$ cat config.mk
export PLATFORM = sky130hd
export DESIGN_NAME = wdfb_top
export DESIGN_NICKNAME = d
export VERILOG_FILES = /design/src/rtl/wdfb_pkg.sv /design/src/rtl/wdfb_counter.sv /design/src/rtl/wdfb_mode_bank.sv /design/src/rtl/wdfb_regs.sv /design/src/rtl/wdfb_top.sv
export SDC_FILE = /design/constraint.sdc
export NUM_CORES = 1
export LEC_CHECK = 0
export BUFFER_PORTS_ARGS = -buffer_cell sky130_fd_sc_hd__buf_2
export CORE_ASPECT_RATIO = 1.5
export CORE_MARGIN = 5
export CORE_UTILIZATION = 59
export CTS_CLUSTER_DIAMETER = 50
export DETAILED_ROUTE_END_ITERATION = 8
export GPL_TIMING_DRIVEN = 0
export MAX_ROUTING_LAYER = met4
export PLACE_DENSITY = 0.95
export SLEW_MARGIN = 30
export SYNTH_ARGS = -nofsm -noshare
export SYNTH_HDL_FRONTEND = slang
export SYNTH_HIERARCHICAL = 1
export SYNTH_SLANG_ARGS = --single-unit
$ cat constraint.sdc
create_clock -name clk -period 8.7 [get_ports clk]
set_clock_uncertainty 0.2 [all_clocks]
set_input_delay 2.61 -clock clk [delete_from_list [all_inputs] [get_ports clk]]
set_output_delay 2.61 -clock clk [all_outputs]
set_load 0.01 [all_outputs]
$ cat src/rtl/wdfb_pkg.sv
package wdfb_pkg;
  localparam int ADDR_W = 8;
  localparam int DATA_W = 8;
  localparam int MODE_W = 2;

  localparam logic [ADDR_W-1:0] A_MODE   = 8'h12;
  localparam logic [ADDR_W-1:0] A_CTRL   = 8'h1F;
  localparam logic [ADDR_W-1:0] A_RELOAD = 8'h20;
  localparam logic [ADDR_W-1:0] A_FLAGS  = 8'h21;

  localparam int B_EN  = 7;
  localparam int B_IEN = 6;

  typedef enum logic [MODE_W-1:0] {
    MODE_OFF  = 2'b00,
    MODE_SEMI = 2'b01,
    MODE_MAN  = 2'b10,
    MODE_AUTO = 2'b11
  } port_mode_e;
endpackage

$ cat src/rtl/wdfb_counter.sv
module wdfb_counter #(
  parameter int CNT_W = 8
) (
  input  logic             clk,
  input  logic             rst,
  input  logic             run,
  input  logic             tick,
  input  logic             load,
  input  logic [CNT_W-1:0] load_val,
  output logic [CNT_W-1:0] count,
  output logic             expire
);
  localparam logic [CNT_W-1:0] ONE = CNT_W'(1);

  logic [CNT_W-1:0] count_q;

  assign expire = run & tick & ~load & (count_q == ONE);
  assign count  = count_q;

  always_ff @(posedge clk) begin
    if (rst)
      count_q <= '0;
    else if (load)
      count_q <= load_val;
    else if (run && tick && count_q != '0)
      count_q <= count_q - ONE;
  end


  frozen_chk: assert property (@(posedge clk) disable iff (rst)
    (!run && !load) |=> $stable(count_q));


  load_chk: assert property (@(posedge clk) disable iff (rst)
    load |=> (count_q == $past(load_val)));


  hold_zero_chk: assert property (@(posedge clk) disable iff (rst)
    (count_q == '0 && !load) |=> (count_q == '0));
endmodule

$ cat src/rtl/wdfb_mode_bank.sv
module wdfb_mode_bank
  import wdfb_pkg::*;
#(
  parameter int NPORTS = 4
) (
  input  logic                     clk,
  input  logic                     rst,
  input  logic                     expire,
  input  logic [NPORTS-1:0]        fallback,
  input  logic                     wr_mode,
  input  logic [NPORTS*MODE_W-1:0] wr_val,
  output logic [NPORTS*MODE_W-1:0] modes
);
  for (genvar p = 0; p < NPORTS; p++) begin : g_port
    port_mode_e mode_q;

    always_ff @(posedge clk) begin
      if (rst)
        mode_q <= MODE_OFF;
      else if (expire)
        mode_q <= fallback[p] ? MODE_AUTO : MODE_OFF;
      else if (wr_mode)
        mode_q <= port_mode_e'(wr_val[p*MODE_W +: MODE_W]);
    end

    assign modes[p*MODE_W +: MODE_W] = mode_q;


    force_off_chk: assert property (@(posedge clk) disable iff (rst)
      (expire && !fallback[p]) |=> (mode_q == MODE_OFF));


    force_auto_chk: assert property (@(posedge clk) disable iff (rst)
      (expire && fallback[p]) |=> (mode_q == MODE_AUTO));


    host_write_chk: assert property (@(posedge clk) disable iff (rst)
      (wr_mode && !expire) |=> (mode_q == $past(wr_val[p*MODE_W +: MODE_W])));
  end
endmodule

$ cat src/rtl/wdfb_regs.sv
module wdfb_regs
  import wdfb_pkg::*;
#(
  parameter int NPORTS = 4,
  parameter int CNT_W  = 8
) (
  input  logic                     clk,
  input  logic                     rst,
  input  logic [ADDR_W-1:0]        bus_addr,
  input  logic                     bus_wr,
  input  logic [DATA_W-1:0]        bus_wdata,
  input  logic                     expire,
  input  logic [CNT_W-1:0]         count,
  input  logic [NPORTS*MODE_W-1:0] modes,
  output logic [DATA_W-1:0]        rdata,
  output logic                     wd_en,
  output logic [NPORTS-1:0]        fallback,
  output logic                     irq
);
  localparam logic [DATA_W-1:0] PORT_MASK = DATA_W'((1 << NPORTS) - 1);
  localparam logic [DATA_W-1:0] CTRL_MASK =
    DATA_W'((1 << B_EN) | (1 << B_IEN)) | PORT_MASK;

  logic [DATA_W-1:0] ctrl_q, ctrl_d;
  logic [NPORTS-1:0] flags_q, flags_d;
  logic [DATA_W-1:0] rdata_q, rmux;
  logic              irq_q;
  logic              wr_ctrl, wr_flags;

  assign wr_ctrl  = bus_wr && bus_addr == A_CTRL;
  assign wr_flags = bus_wr && bus_addr == A_FLAGS;

  always_comb begin
    ctrl_d = ctrl_q;
    if (wr_ctrl)
      ctrl_d = bus_wdata & CTRL_MASK;
  end

  always_comb begin
    flags_d = flags_q;
    if (wr_flags)
      flags_d = flags_q & ~bus_wdata[NPORTS-1:0];
    if (expire)
      flags_d = '1;
  end

  always_comb begin
    case (bus_addr)
      A_CTRL:   rmux = ctrl_q;
      A_MODE:   rmux = DATA_W'(modes);
      A_RELOAD: rmux = DATA_W'(count);
      A_FLAGS:  rmux = DATA_W'(flags_q);
      default:  rmux = '0;
    endcase
  end

  always_ff @(posedge clk) begin
    if (rst) begin
      ctrl_q  <= '0;
      flags_q <= '0;
      irq_q   <= 1'b0;
      rdata_q <= '0;
    end else begin
      ctrl_q  <= ctrl_d;
      flags_q <= flags_d;
      irq_q   <= ctrl_d[B_IEN] & (|flags_d);
      rdata_q <= rmux;
    end
  end

  assign rdata    = rdata_q;
  assign wd_en    = ctrl_q[B_EN];
  assign fallback = ctrl_q[NPORTS-1:0];
  assign irq      = irq_q;


  reserved_zero_chk: assert property (@(posedge clk) disable iff (rst)
    (ctrl_q[5:4] == 2'b00));


  flag_sticky_chk: assert property (@(posedge clk) disable iff (rst)
    (|($past(flags_q) & ~flags_q)) |-> $past(wr_flags));


  flag_set_chk: assert property (@(posedge clk) disable iff (rst)
    expire |=> (&flags_q));


  irq_raise_chk: assert property (@(posedge clk) disable iff (rst)
    (expire && ctrl_d[B_IEN]) |=> irq_q);
endmodule

$ cat src/rtl/wdfb_top.sv
module wdfb_top
  import wdfb_pkg::*;
#(
  parameter int NPORTS = 4,
  parameter int CNT_W  = 8
) (
  input  logic                     clk,
  input  logic                     rst,
  input  logic [ADDR_W-1:0]        bus_addr,
  input  logic                     bus_wr,
  input  logic [DATA_W-1:0]        bus_wdata,
  output logic [DATA_W-1:0]        bus_rdata,
  input  logic                     tick,
  output logic [NPORTS*MODE_W-1:0] port_mode,
  output logic                     irq
);
  logic             wd_en, expire, load, wr_mode;
  logic [NPORTS-1:0] fallback;
  logic [CNT_W-1:0]  count;

  assign load    = bus_wr && bus_addr == A_RELOAD;
  assign wr_mode = bus_wr && bus_addr == A_MODE;

  wdfb_counter #(.CNT_W(CNT_W)) u_cnt (
    .clk(clk), .rst(rst), .run(wd_en), .tick(tick), .load(load),
    .load_val(bus_wdata[CNT_W-1:0]), .count(count), .expire(expire)
  );

  wdfb_mode_bank #(.NPORTS(NPORTS)) u_modes (
    .clk(clk), .rst(rst), .expire(expire), .fallback(fallback),
    .wr_mode(wr_mode), .wr_val(bus_wdata[NPORTS*MODE_W-1:0]),
    .modes(port_mode)
  );

  wdfb_regs #(.NPORTS(NPORTS), .CNT_W(CNT_W)) u_regs (
    .clk(clk), .rst(rst), .bus_addr(bus_addr), .bus_wr(bus_wr),
    .bus_wdata(bus_wdata), .expire(expire), .count(count),
    .modes(port_mode), .rdata(bus_rdata), .wd_en(wd_en),
    .fallback(fallback), .irq(irq)
  );


  no_expire_disabled_chk: assert property (@(posedge clk) disable iff (rst)
    !wd_en |-> !expire);
endmodule

Word level (Yosys, flattened, before mapping):

Index checks and enable logic that the tools add are counted.

* register bits: 35
* input bits: 20
* output and inout port bits: 17
* word-level logic and storage cells: 51

* add/subtract/negate cells: 1
* equal/unequal tests: 5
* mux-type cells: 18
* bitwise logic cells: 7
* reduce and logical (&&, ||, !) cells: 10

Operator list (count)
* 8-bit case mux with 4 select lines: 1
* 2-bit two-way mux: 12
* 8-bit by 5-bit == test with 1-bit output, second input constant: 2
* 8-bit by 6-bit == test with 1-bit output, second input constant: 2
* 8-bit two-way mux: 2
* 8-bit by 1-bit == test with 1-bit output, second input constant: 1
* 4-bit two-way mux: 2
* 8-bit nonzero test: 1
* 8-bit by 1-bit subtractor with 8-bit output, second input constant: 1
* 7-bit two-way mux: 1
* 1-bit logical AND: 6
* 1-bit bitwise AND: 4
* 4-bit bitwise AND: 1
* 4-bit NOT: 1
* 2-bit nonzero test: 2
* 4-bit OR reduction: 1
* 1-bit NOT: 1

Longest topological paths before layout:

Gate-level depths: netlist of the first run.

* depth after elaboration: 8
* gate-level depth with buffers: 9
* depth with buffers taken out: 7

Hierarchy:

Netlist of the first run, hierarchy kept.

Modules (own cells, without submodules)
* wdfb_regs: times used 1, cells each 109, area each 1006.0 µm², seq. area each 380.4 µm²
* wdfb_counter: times used 1, cells each 63, area each 538.0 µm², seq. area each 160.2 µm²
* wdfb_mode_bank: times used 1, cells each 31, area each 344.1 µm², seq. area each 160.2 µm²
* wdfb_top: times used 1, cells each 5, area each 38.8 µm², seq. area each 0.0 µm²

Least setup slack after synthesis of the first run:

No wires, ideal clock.

* path type: input to register
* from: input port bus_addr[0]
* to: register u_modes.g_port[0].mode_q[0]
* data arrival time: 4.357 ns
* required time: 8.414 ns
* path slack: 4.058 ns
* cell stages on the path: 9
* path buffers: 2
* cell sequence: or4b_1 > nor4_1 > clkbuf_1 > inv_1 > buf_6 > nand3_1 > nor3_1 > nor2b_1 > a211oi_1

* word-level cells in the longest chain between the ends: 6
* elaborated cells on any way between the ends: 9
* classes of those cells: eq/ne: 2; mux: 1; bitwise: 3; reduce/logical: 3

RTL lines
* start: declaration: line wdfb_top.sv:9 `input logic [ADDR_W-1:0] bus_addr,`
* 8-bit by 6-bit == test with 1-bit output *: line wdfb_top.sv:21 `assign load = bus_wr && bus_addr == A_RELOAD;`
* 1-bit logical AND *: line wdfb_top.sv:21
* named net load: line wdfb_top.sv:17 `logic wd_en, expire, load, wr_mode;`
* 1-bit NOT *: line wdfb_counter.sv:17 `assign expire = run & tick & ~load & (count_q == ONE);`
* 1-bit bitwise AND * (2 in a row): line wdfb_counter.sv:17
* named net expire: line wdfb_top.sv:17
* 2-bit two-way mux / 2-bit nonzero test (equally long branches)
* end signal: assignment: line wdfb_mode_bank.sv:21 `mode_q <= fallback[p] ? MODE_AUTO : MODE_OFF;`
* end signal: assignment: line wdfb_mode_bank.sv:23 `mode_q <= port_mode_e'(wr_val[p*MODE_W +: MODE_W]);`
* end: declaration: line wdfb_mode_bank.sv:15 `port_mode_e mode_q;`

The timed path passes the listed nets; every way through them passes the cells marked *.
A chain may end at the register's enable or synchronous reset.

Worst setup path in the final report of the first run:

* from: input port bus_addr[5]
* to: register u_modes.g_port[0].mode_q[0]

Same word-level chain as after synthesis.

==> parameters.txt, run 1 <==
Parameter                              Value

Setup path
  Critical path start-end classification    in2reg
  CP max FO    10
  Endpoint required time on the critical path    8.70 ns
  Crit end category    register
  Type of origin of the critical path    primary input
  Critical Path AT    4.95 ns

Clock tree
  Buffers inserted by post-CTS timing repair    0
  Clock root buffer master    sky130_fd_sc_hd__clkbuf_8
  TritonCTS clock tree    built
  Inserted Clock Buffers    5
  Clk Latency, worst-skew pair    0.29 ns
  Gates resized, CTS repair    0
  TritonCTS sink count    35
  Post-CTS clock slew at the launch and capture registers of the worst setup and hold paths    0.07 ns
  Post-cts hold buffer count    0
  # H-tree levels    2
  Buffer levels on the longest clock path    2

Cells and area
  Cell area after layout    2256 um2
  Number of antenna diodes    0
  Commonest cells after routing, fill and taps aside    sky130_fd_sc_hd__buf_2 (36), sky130_fd_sc_hd__dfxtp_1 (35), sky130_fd_sc_hd__a211oi_1 (15)
  Util after Layout    71.41%
  Synthesis-to-layout area growth    17.08%
  Number of nets in the layout    273
  Leading cell type in the layout, fill and taps excluded    sky130_fd_sc_hd__buf_2
  Fraction of layout instances using a drive strength above 1    25.10%

Logic synthesis
  Number of enable flip-flop cells after synthesis    0
  Synthesized Nets    231
  Fraction of the mapped netlist area in simple logic gates    24.87%
  Cells after Synth    208
  Cell variety after synth    49
  Mean area per synthesized cell    9.264 um2
  Share of the synthesized area in compound gates (AO/OA/AOI/OAI)    23.96%
  Post-synthesis share of cell area spent on xor and xnor gates    1.364%
  Most frequently used flop master after synthesis    sky130_fd_sc_hd__dfxtp_1
  Fraction of registers with async set or reset after synthesis    0%
  Largest family of logic cells by synthesized area    simple AND/OR/NAND/NOR gates
  Fraction of the yosys area taken by sequential cells    36.36%
  Share of synthesized area spent on multiplexers    5.195%
  Flip-flop and latch count after synthesis    35
  Adder and majority gate portion of the synthesized area    1.948%
  Warning count from the yosys run    6
  Area of the mapped netlist    1927 um2

GRT
  Overflow left after global routing    0
  Pin count of the biggest net entering global routing    12
  Via count of the first global-routing pass    1985
  First-pass GRT wire length    9142 um
  Antenna violations before repair    0
  Combined global-route utilization of all metal layers    27.04%

Outcome
  Status    complete, no violations

Pwr
  Combinational share of power    6.7%
  Power Internal    0.2391 mW
  Fraction of power consumed by sequential logic    51.4%
  NetSw    0.07327 mW
  Static Leakage    0.8126 nW
  Proportion of power drawn by the clock network    41.9%
  Switching power share of the total    23.45%
  Total power    0.3124 mW
  PD cells    138.5 nW/um2
  Worst IR Drop VDD    0.1470 mV

Floorplan
  DIE AREA    4532 um2
  Width of the chip    56.66 um
  Chip height    79.99 um
  Placement Rows    25
  Standard cell core area    3159 um2
  I/O pin cnt    37
  Effective utilization at floorplan    60.99%

Worst hold path
  Class of the worst hold path    reg2reg

Run
  Max-capacitance violation count    0

Route
  Drt total wl    5470 um
  Vias per cell    6.625
  DRC marker count from the first detailed-route iteration    135
  Routed length per instance    18.80 um
  Number of detailed-route iterations in the first pass    5
  Remaining number of nets flagged by the antenna check after routing    0
  Post-route DRC violation count    0
  Via count    1928

STA
  Time the final worst path needs with I/O delays and setup    4.959 ns
  Relative max-transition margin    43.77%
  Maximum achievable frequency    0.2016 GHz
  Final Slew Violations    0
  Worst-margin pin slew    0.8371 ns
  Hold Fails Final Rpt    0
  Setup TNS Final    0 ns
  RSZ-0062 raised after global routing    no
  Setup-violating endpoint count in the final report    0
  Hold Worst Slack    0.2944 ns
  Share of the clock period used by the worst path after layout    57.00%

Placed design
  Post-DP HPWL    4002 um
  PortBufs    35
  Routability congestion estimate    0.9555
  Total cell area at the placement stage    2152 um2
[critical path, stage by stage]
cell                       delay (ns)
sky130_fd_sc_hd__buf_2           0.14
sky130_fd_sc_hd__or3b_2          0.20
sky130_fd_sc_hd__nor4_1          0.04
sky130_fd_sc_hd__clkbuf_1        0.23
sky130_fd_sc_hd__inv_1           0.18
sky130_fd_sc_hd__buf_6           0.16
sky130_fd_sc_hd__nand3_1         0.07
sky130_fd_sc_hd__nor3_1          0.65
sky130_fd_sc_hd__inv_1           0.36
sky130_fd_sc_hd__a211oi_1        0.31
[metal layers]
layer  track usage [%]  part of all wire, %  up-vias
met4             14.96                  3.7        0
met1             27.89                   38      913
li1                  -                    -      877
met5                 -                    0        -
met3             5.178                  7.2       26
met2             47.57                   52      112
[synth_stat cells (2+ instances only)]
library cell | n | area (um2)
sky130_fd_sc_hd__a22o_1 | 2 | 17.52
sky130_fd_sc_hd__nor3_1 | 5 | 25.02
sky130_fd_sc_hd__xnor2_1 | 3 | 26.28
sky130_fd_sc_hd__a221oi_1 | 4 | 35.03
sky130_fd_sc_hd__nor4_1 | 5 | 31.28
sky130_fd_sc_hd__mux2i_1 | 10 | 100.1
sky130_fd_sc_hd__a211oi_1 | 15 | 112.6
sky130_fd_sc_hd__a2111oi_4 | 2 | 55.05
sky130_fd_sc_hd__nand4_1 | 3 | 18.77
sky130_fd_sc_hd__a22oi_1 | 6 | 45.04
sky130_fd_sc_hd__nor3b_1 | 5 | 37.54
sky130_fd_sc_hd__buf_6 | 2 | 22.52
sky130_fd_sc_hd__inv_1 | 9 | 33.78
sky130_fd_sc_hd__nor2_1 | 9 | 33.78
sky130_fd_sc_hd__and4_1 | 2 | 17.52
sky130_fd_sc_hd__clkbuf_1 | 5 | 18.77
sky130_fd_sc_hd__dfxtp_1 | 35 | 700.7
sky130_fd_sc_hd__nand2_1 | 12 | 45.04
sky130_fd_sc_hd__nand3_1 | 7 | 35.03
sky130_fd_sc_hd__a21oi_1 | 11 | 55.05
sky130_fd_sc_hd__nand3b_1 | 2 | 15.01
sky130_fd_sc_hd__a32oi_1 | 2 | 17.52
sky130_fd_sc_hd__ha_1 | 3 | 37.54
sky130_fd_sc_hd__buf_4 | 5 | 37.54
sky130_fd_sc_hd__a2111oi_0 | 2 | 17.52
sky130_fd_sc_hd__nor2b_1 | 6 | 37.54
sky130_fd_sc_hd__and3_1 | 6 | 37.54
sky130_fd_sc_hd__o21ai_0 | 9 | 45.04
[power groups by stage]
stage	Sequential (mW)	Combinational (mW)	Clock, mW
2_1_floorplan	0.164	0.00932	0
3_3_place_gp	0.164	0.0197	0
3_5_place_dp	0.164	0.0203	0
4_1_cts	0.160	0.0204	0.133
5_1_grt	0.160	0.0225	0.140
6_report	0.160	0.0209	0.131
[kinds of logic (layout without fill, tap and decap cells)]
group,after synthesis,after routing
adder cells (fa/ha/maj),3,3
multiplexers,10,10
AND/OR/NAND/NOR,76,76
AO/OA/AOI/OAI,58,58
XOR/XNOR,3,3
buffers and inverters,23,66
flip-flops,35,35
[sequential cells by signal (all words and copies together), names as in the netlist]
| name | count |
|---|---|
| u_regs/ctrl_q | 6 |
| u_cnt/count | 8 |
| u_regs/flags_q | 4 |
| u_regs/rdata | 8 |
| u_modes/g_port.mode_q | 8 |
| u_regs/irq | 1 |
[stage by stage]
stage / instances / setup WS, ns
6_report: 291 / 3.741
5_1_grt: 291 / 3.537
4_1_cts: 291 / 3.796
3_5_place_dp: 283 / 3.499
3_3_place_gp: 283 / 3.578
2_1_floorplan: 208 / 4.058
[area by class of cell]
type / instances / area [um2]
plain buffers: 14 / 87.58
flip-flops and latches: 35 / 700.7
multi-input cells: 150 / 1105
inverters: 9 / 33.78
well taps: 40 / 50.05
clock inverters: 1 / 7.507
repair buffers: 35 / 175.2
fillers: 268 / 903.4
clock buffers: 7 / 96.34
[path summary, 6_finish.rpt]
path,to,startpoint,cells past startpoint,slack [ns]
setup / recovery,u_modes/g_port[0].mode_q[0],bus_addr[5],10,3.74
hold / removal,u_regs/ctrl_q[0],u_regs/ctrl_q[0],2,0.29
setup reg to reg,u_modes/g_port[0].mode_q[0],u_cnt/count[2],4,6.07
hold reg to reg,u_regs/ctrl_q[0],u_regs/ctrl_q[0],2,0.29
Note: power is estimated with default switching activity, not from simulation.
==> run 2, diff against run 1 <==
CORE_UTILIZATION = 55   (was 59)
PLACE_DENSITY = 0.9   (was 0.95)
clock period = 4.8 ns   (was 8.7 ns; I/O delays follow)
==> run 2 against run 1 <==
Net effect:
- critical path depth unchanged
- design area decreased by 0.72%
- cell count increased by 0.69%
- first-iteration DRC count decreased by 38%
- largest power group unchanged
==> parameters.txt, run 2 (synthesized netlist as in run 1, its figures left out) <==
Parameter                              Value

Pwr
  Switching power share of the total    24.54% (+1.1 points)
  Worst IR Drop VDD    0.2744 mV (+87%)
  Static Leakage    0.8033 nW (-1.1%)
  NetSw    0.1314 mW (+79%)
  Total power    0.5357 mW (+71%)
  Fraction of power consumed by sequential logic    54.3% (+2.9 points)
  PD cells    239.2 nW/um2 (+73%)
  Power Internal    0.4043 mW (+69%)
  Proportion of power drawn by the clock network    38.6% (-3.3 points)
  Combinational share of power    7.1% (+0.4 points)

STA
  Setup slack of the critical path after layout    0.9656 ns (-2.775 ns)
  Hold Fails Final Rpt    0 (unchanged)
  Hold Worst Slack    0.2997 ns (+0.005302 ns)
  Time the final worst path needs with I/O delays and setup    3.834 ns
  Maximum achievable frequency    0.2608 GHz
  RSZ-0062 raised after global routing    no
  Setup-violating endpoint count in the final report    0 (unchanged)
  Worst-margin pin slew    0.9379 ns (+0.1008 ns)
  Setup TNS Final    0 ns (unchanged)
  Final Slew Violations    0 (unchanged)
  Relative max-transition margin    36.99% (-6.8 points)
  Share of the clock period used by the worst path after layout    79.88%

GRT
  Via count of the first global-routing pass    1795 (-9.6%)
  Pin count of the biggest net entering global routing    12 (unchanged)
  Combined global-route utilization of all metal layers    23.86% (-3.2 points)
  Antenna violations before repair    0 (unchanged)
  Overflow left after global routing    0 (unchanged)
  First-pass GRT wire length    8238 um (-9.9%)

Setup path
  Endpoint required time on the critical path    4.80 ns (-3.90 ns)
  Critical path start-end classification    in2reg
  Type of origin of the critical path    primary input
  Highest-delay cell along the critical path    sky130_fd_sc_hd__nor3_1
  Logic depth of the worst setup path including buffers    10 (unchanged)
  Ordered list of cells on the worst path    buf_2 -> or3b_2 -> nor4_1 -> clkbuf_1 -> inv_1 -> buf_6 -> nand3_1 -> nor3_1 -> inv_1 -> a211oi_1
  Crit-path most repeated cell    sky130_fd_sc_hd__inv_1
  Critical path buffers and inverters    5 (unchanged)
  CP max FO    10 (unchanged)
  Startpoint of the most critical register-to-register path    u_cnt/count[2]
  Biggest cell delay along the critical path    0.72 ns (+0.07 ns)
  Crit end category    register
  Reg2Reg Setup Slack    2.13 ns (-3.94 ns)
  Critical Path AT    3.83 ns (-1.12 ns)
  Top Family by Delay on Critical Path    simple AND/OR/NAND/NOR gates
  Logic depth of the worst register-to-register path    4 (unchanged)
  End of the worst register-to-register path    u_modes/g_port[1].mode_q[0]

Floorplan
  DIE AREA    4811 um2 (+6.2%)
  Width of the chip    58.33 um (+2.9%)
  Standard cell core area    3383 um2 (+7.1%)
  Effective utilization at floorplan    56.95% (-4.0 points)
  Placement Rows    26 (+4.0%)
  Chip height    82.49 um (+3.1%)
  I/O pin cnt    37 (unchanged)

Placed design
  Routability congestion estimate    0.8895 (-6.9%)
  Total cell area at the placement stage    2155 um2 (+0.12%)
  Placement-stage worst setup slack    0.7824 ns (-2.717 ns)
  Post-DP HPWL    4114 um (+2.8%)
  PortBufs    35 (unchanged)
  Number of placed instances with taps included    285 (+0.71%)

Route
  Number of detailed-route iterations in the first pass    4 (-1)
  Via count    1844 (-4.4%)
  Post-route DRC violation count    0 (unchanged)
  Remaining number of nets flagged by the antenna check after routing    0 (unchanged)
  Drt total wl    5360 um (-2.0%)
  DRC marker count from the first detailed-route iteration    84 (-38%)
  Routed length per instance    18.29 um (-2.7%)
  Vias per cell    6.294 (-5.0%)

Cells and area
  Leading cell type in the layout, fill and taps excluded    sky130_fd_sc_hd__buf_2
  Count of filler cells inserted in the layout    291 (+8.6%)
  Cell area after layout    2240 um2 (-0.72%)
  Commonest cells after routing, fill and taps aside    sky130_fd_sc_hd__buf_2 (36), sky130_fd_sc_hd__dfxtp_1 (35), sky130_fd_sc_hd__a211oi_1 (15)
  Number of nets in the layout    273 (unchanged)
  Fraction of layout instances using a drive strength above 1    24.70% (-0.40 points)
  Util after Layout    66.20% (-5.2 points)
  Synthesis-to-layout area growth    16.23%
  Post-route insts no fill    293 (+0.69%)
  Number of antenna diodes    0 (unchanged)

Clock tree
  Buffer levels on the longest clock path    2 (unchanged)
  Inserted Clock Buffers    5 (unchanged)
  Clk Latency, worst-skew pair    0.29 ns (about the same)
  Post-CTS clock slew at the launch and capture registers of the worst setup and hold paths    0.07 ns (about the same)
  TritonCTS sink count    35 (unchanged)
  Buffers inserted by post-CTS timing repair    0 (unchanged)
  # H-tree levels    2 (unchanged)
  Gates resized, CTS repair    0 (unchanged)
  Clock root buffer master    sky130_fd_sc_hd__clkbuf_8
  Post-cts hold buffer count    0 (unchanged)
  TritonCTS clock tree    built

Worst hold path
  Launch instance of the worst min-delay path    u_regs/ctrl_q[3]
  Terminating pin of the worst hold path    u_regs/ctrl_q[3]
  Class of the worst hold path    reg2reg
  Min-Delay Path Depth    2 (unchanged)

Run
  Max-capacitance violation count    0 (unchanged)

Outcome
  Status    complete, no violations
==> run 2: cell types whose count changed in the layout (fill, tap and decap cells not counted), sizes merged <==
cell	change
clkinv	+1
clkbuf	-1
==> run 2: cell type report <==
cell class / count / area (um2) / share of cell area (%)
Sequential cell: 35 / 700.7 / 31.28
Inverter: 9 / 33.78 / 1.508
Buffer: 14 / 87.58 / 3.911
Tap cell: 42 / 52.55 / 2.346
Clock buffer: 6 / 72.57 / 3.240
Clock inverter: 2 / 12.51 / 0.5587
Timing Repair Buffer: 35 / 175.2 / 7.821
Multi-Input combinational cell: 150 / 1105 / 49.33
==> run 2: worst register-to-register path, stage by stage (launching register included) <==
cell and delay, ns:
sky130_fd_sc_hd__dfxtp_1 0.38, sky130_fd_sc_hd__or4_4 0.57, sky130_fd_sc_hd__nor3_1 0.78, sky130_fd_sc_hd__inv_1 0.35
sky130_fd_sc_hd__a211oi_1 0.30
==> run 2: power by group through the flow <==
stage               logic [mW]  registers [mW]  clock network, mW
detailed placement      0.0365           0.298                  0
finish                  0.0378           0.291              0.207
floorplan               0.0169           0.297                  0
global placement        0.0358           0.298                  0
CTS                     0.0367           0.291              0.211
global route            0.0401           0.291              0.227
==> run 2: worst max path at each step <==
stage	from	to
3_5_place_dp	bus_addr[1]	u_modes/g_port[1].mode_q[0]
3_3_place_gp	bus_addr[1]	u_modes/g_port[1].mode_q[1]
6_report	bus_addr[5]	u_modes/g_port[1].mode_q[0]
2_1_floorplan	bus_addr[0]	u_modes/g_port[0].mode_q[0]
5_1_grt	bus_addr[0]	u_modes/g_port[1].mode_q[1]
4_1_cts	bus_addr[1]	u_modes/g_port[1].mode_q[0]
==> run 2: per-layer routing <==
layer | part of all wire (%) | vias up | track usage (%)
met5 | 0 | - | -
met4 | 5.6 | 0 | 19.49
met3 | 6.1 | 27 | 5.910
met2 | 50 | 93 | 38.59
met1 | 38 | 850 | 24.11
li1 | - | 874 | -
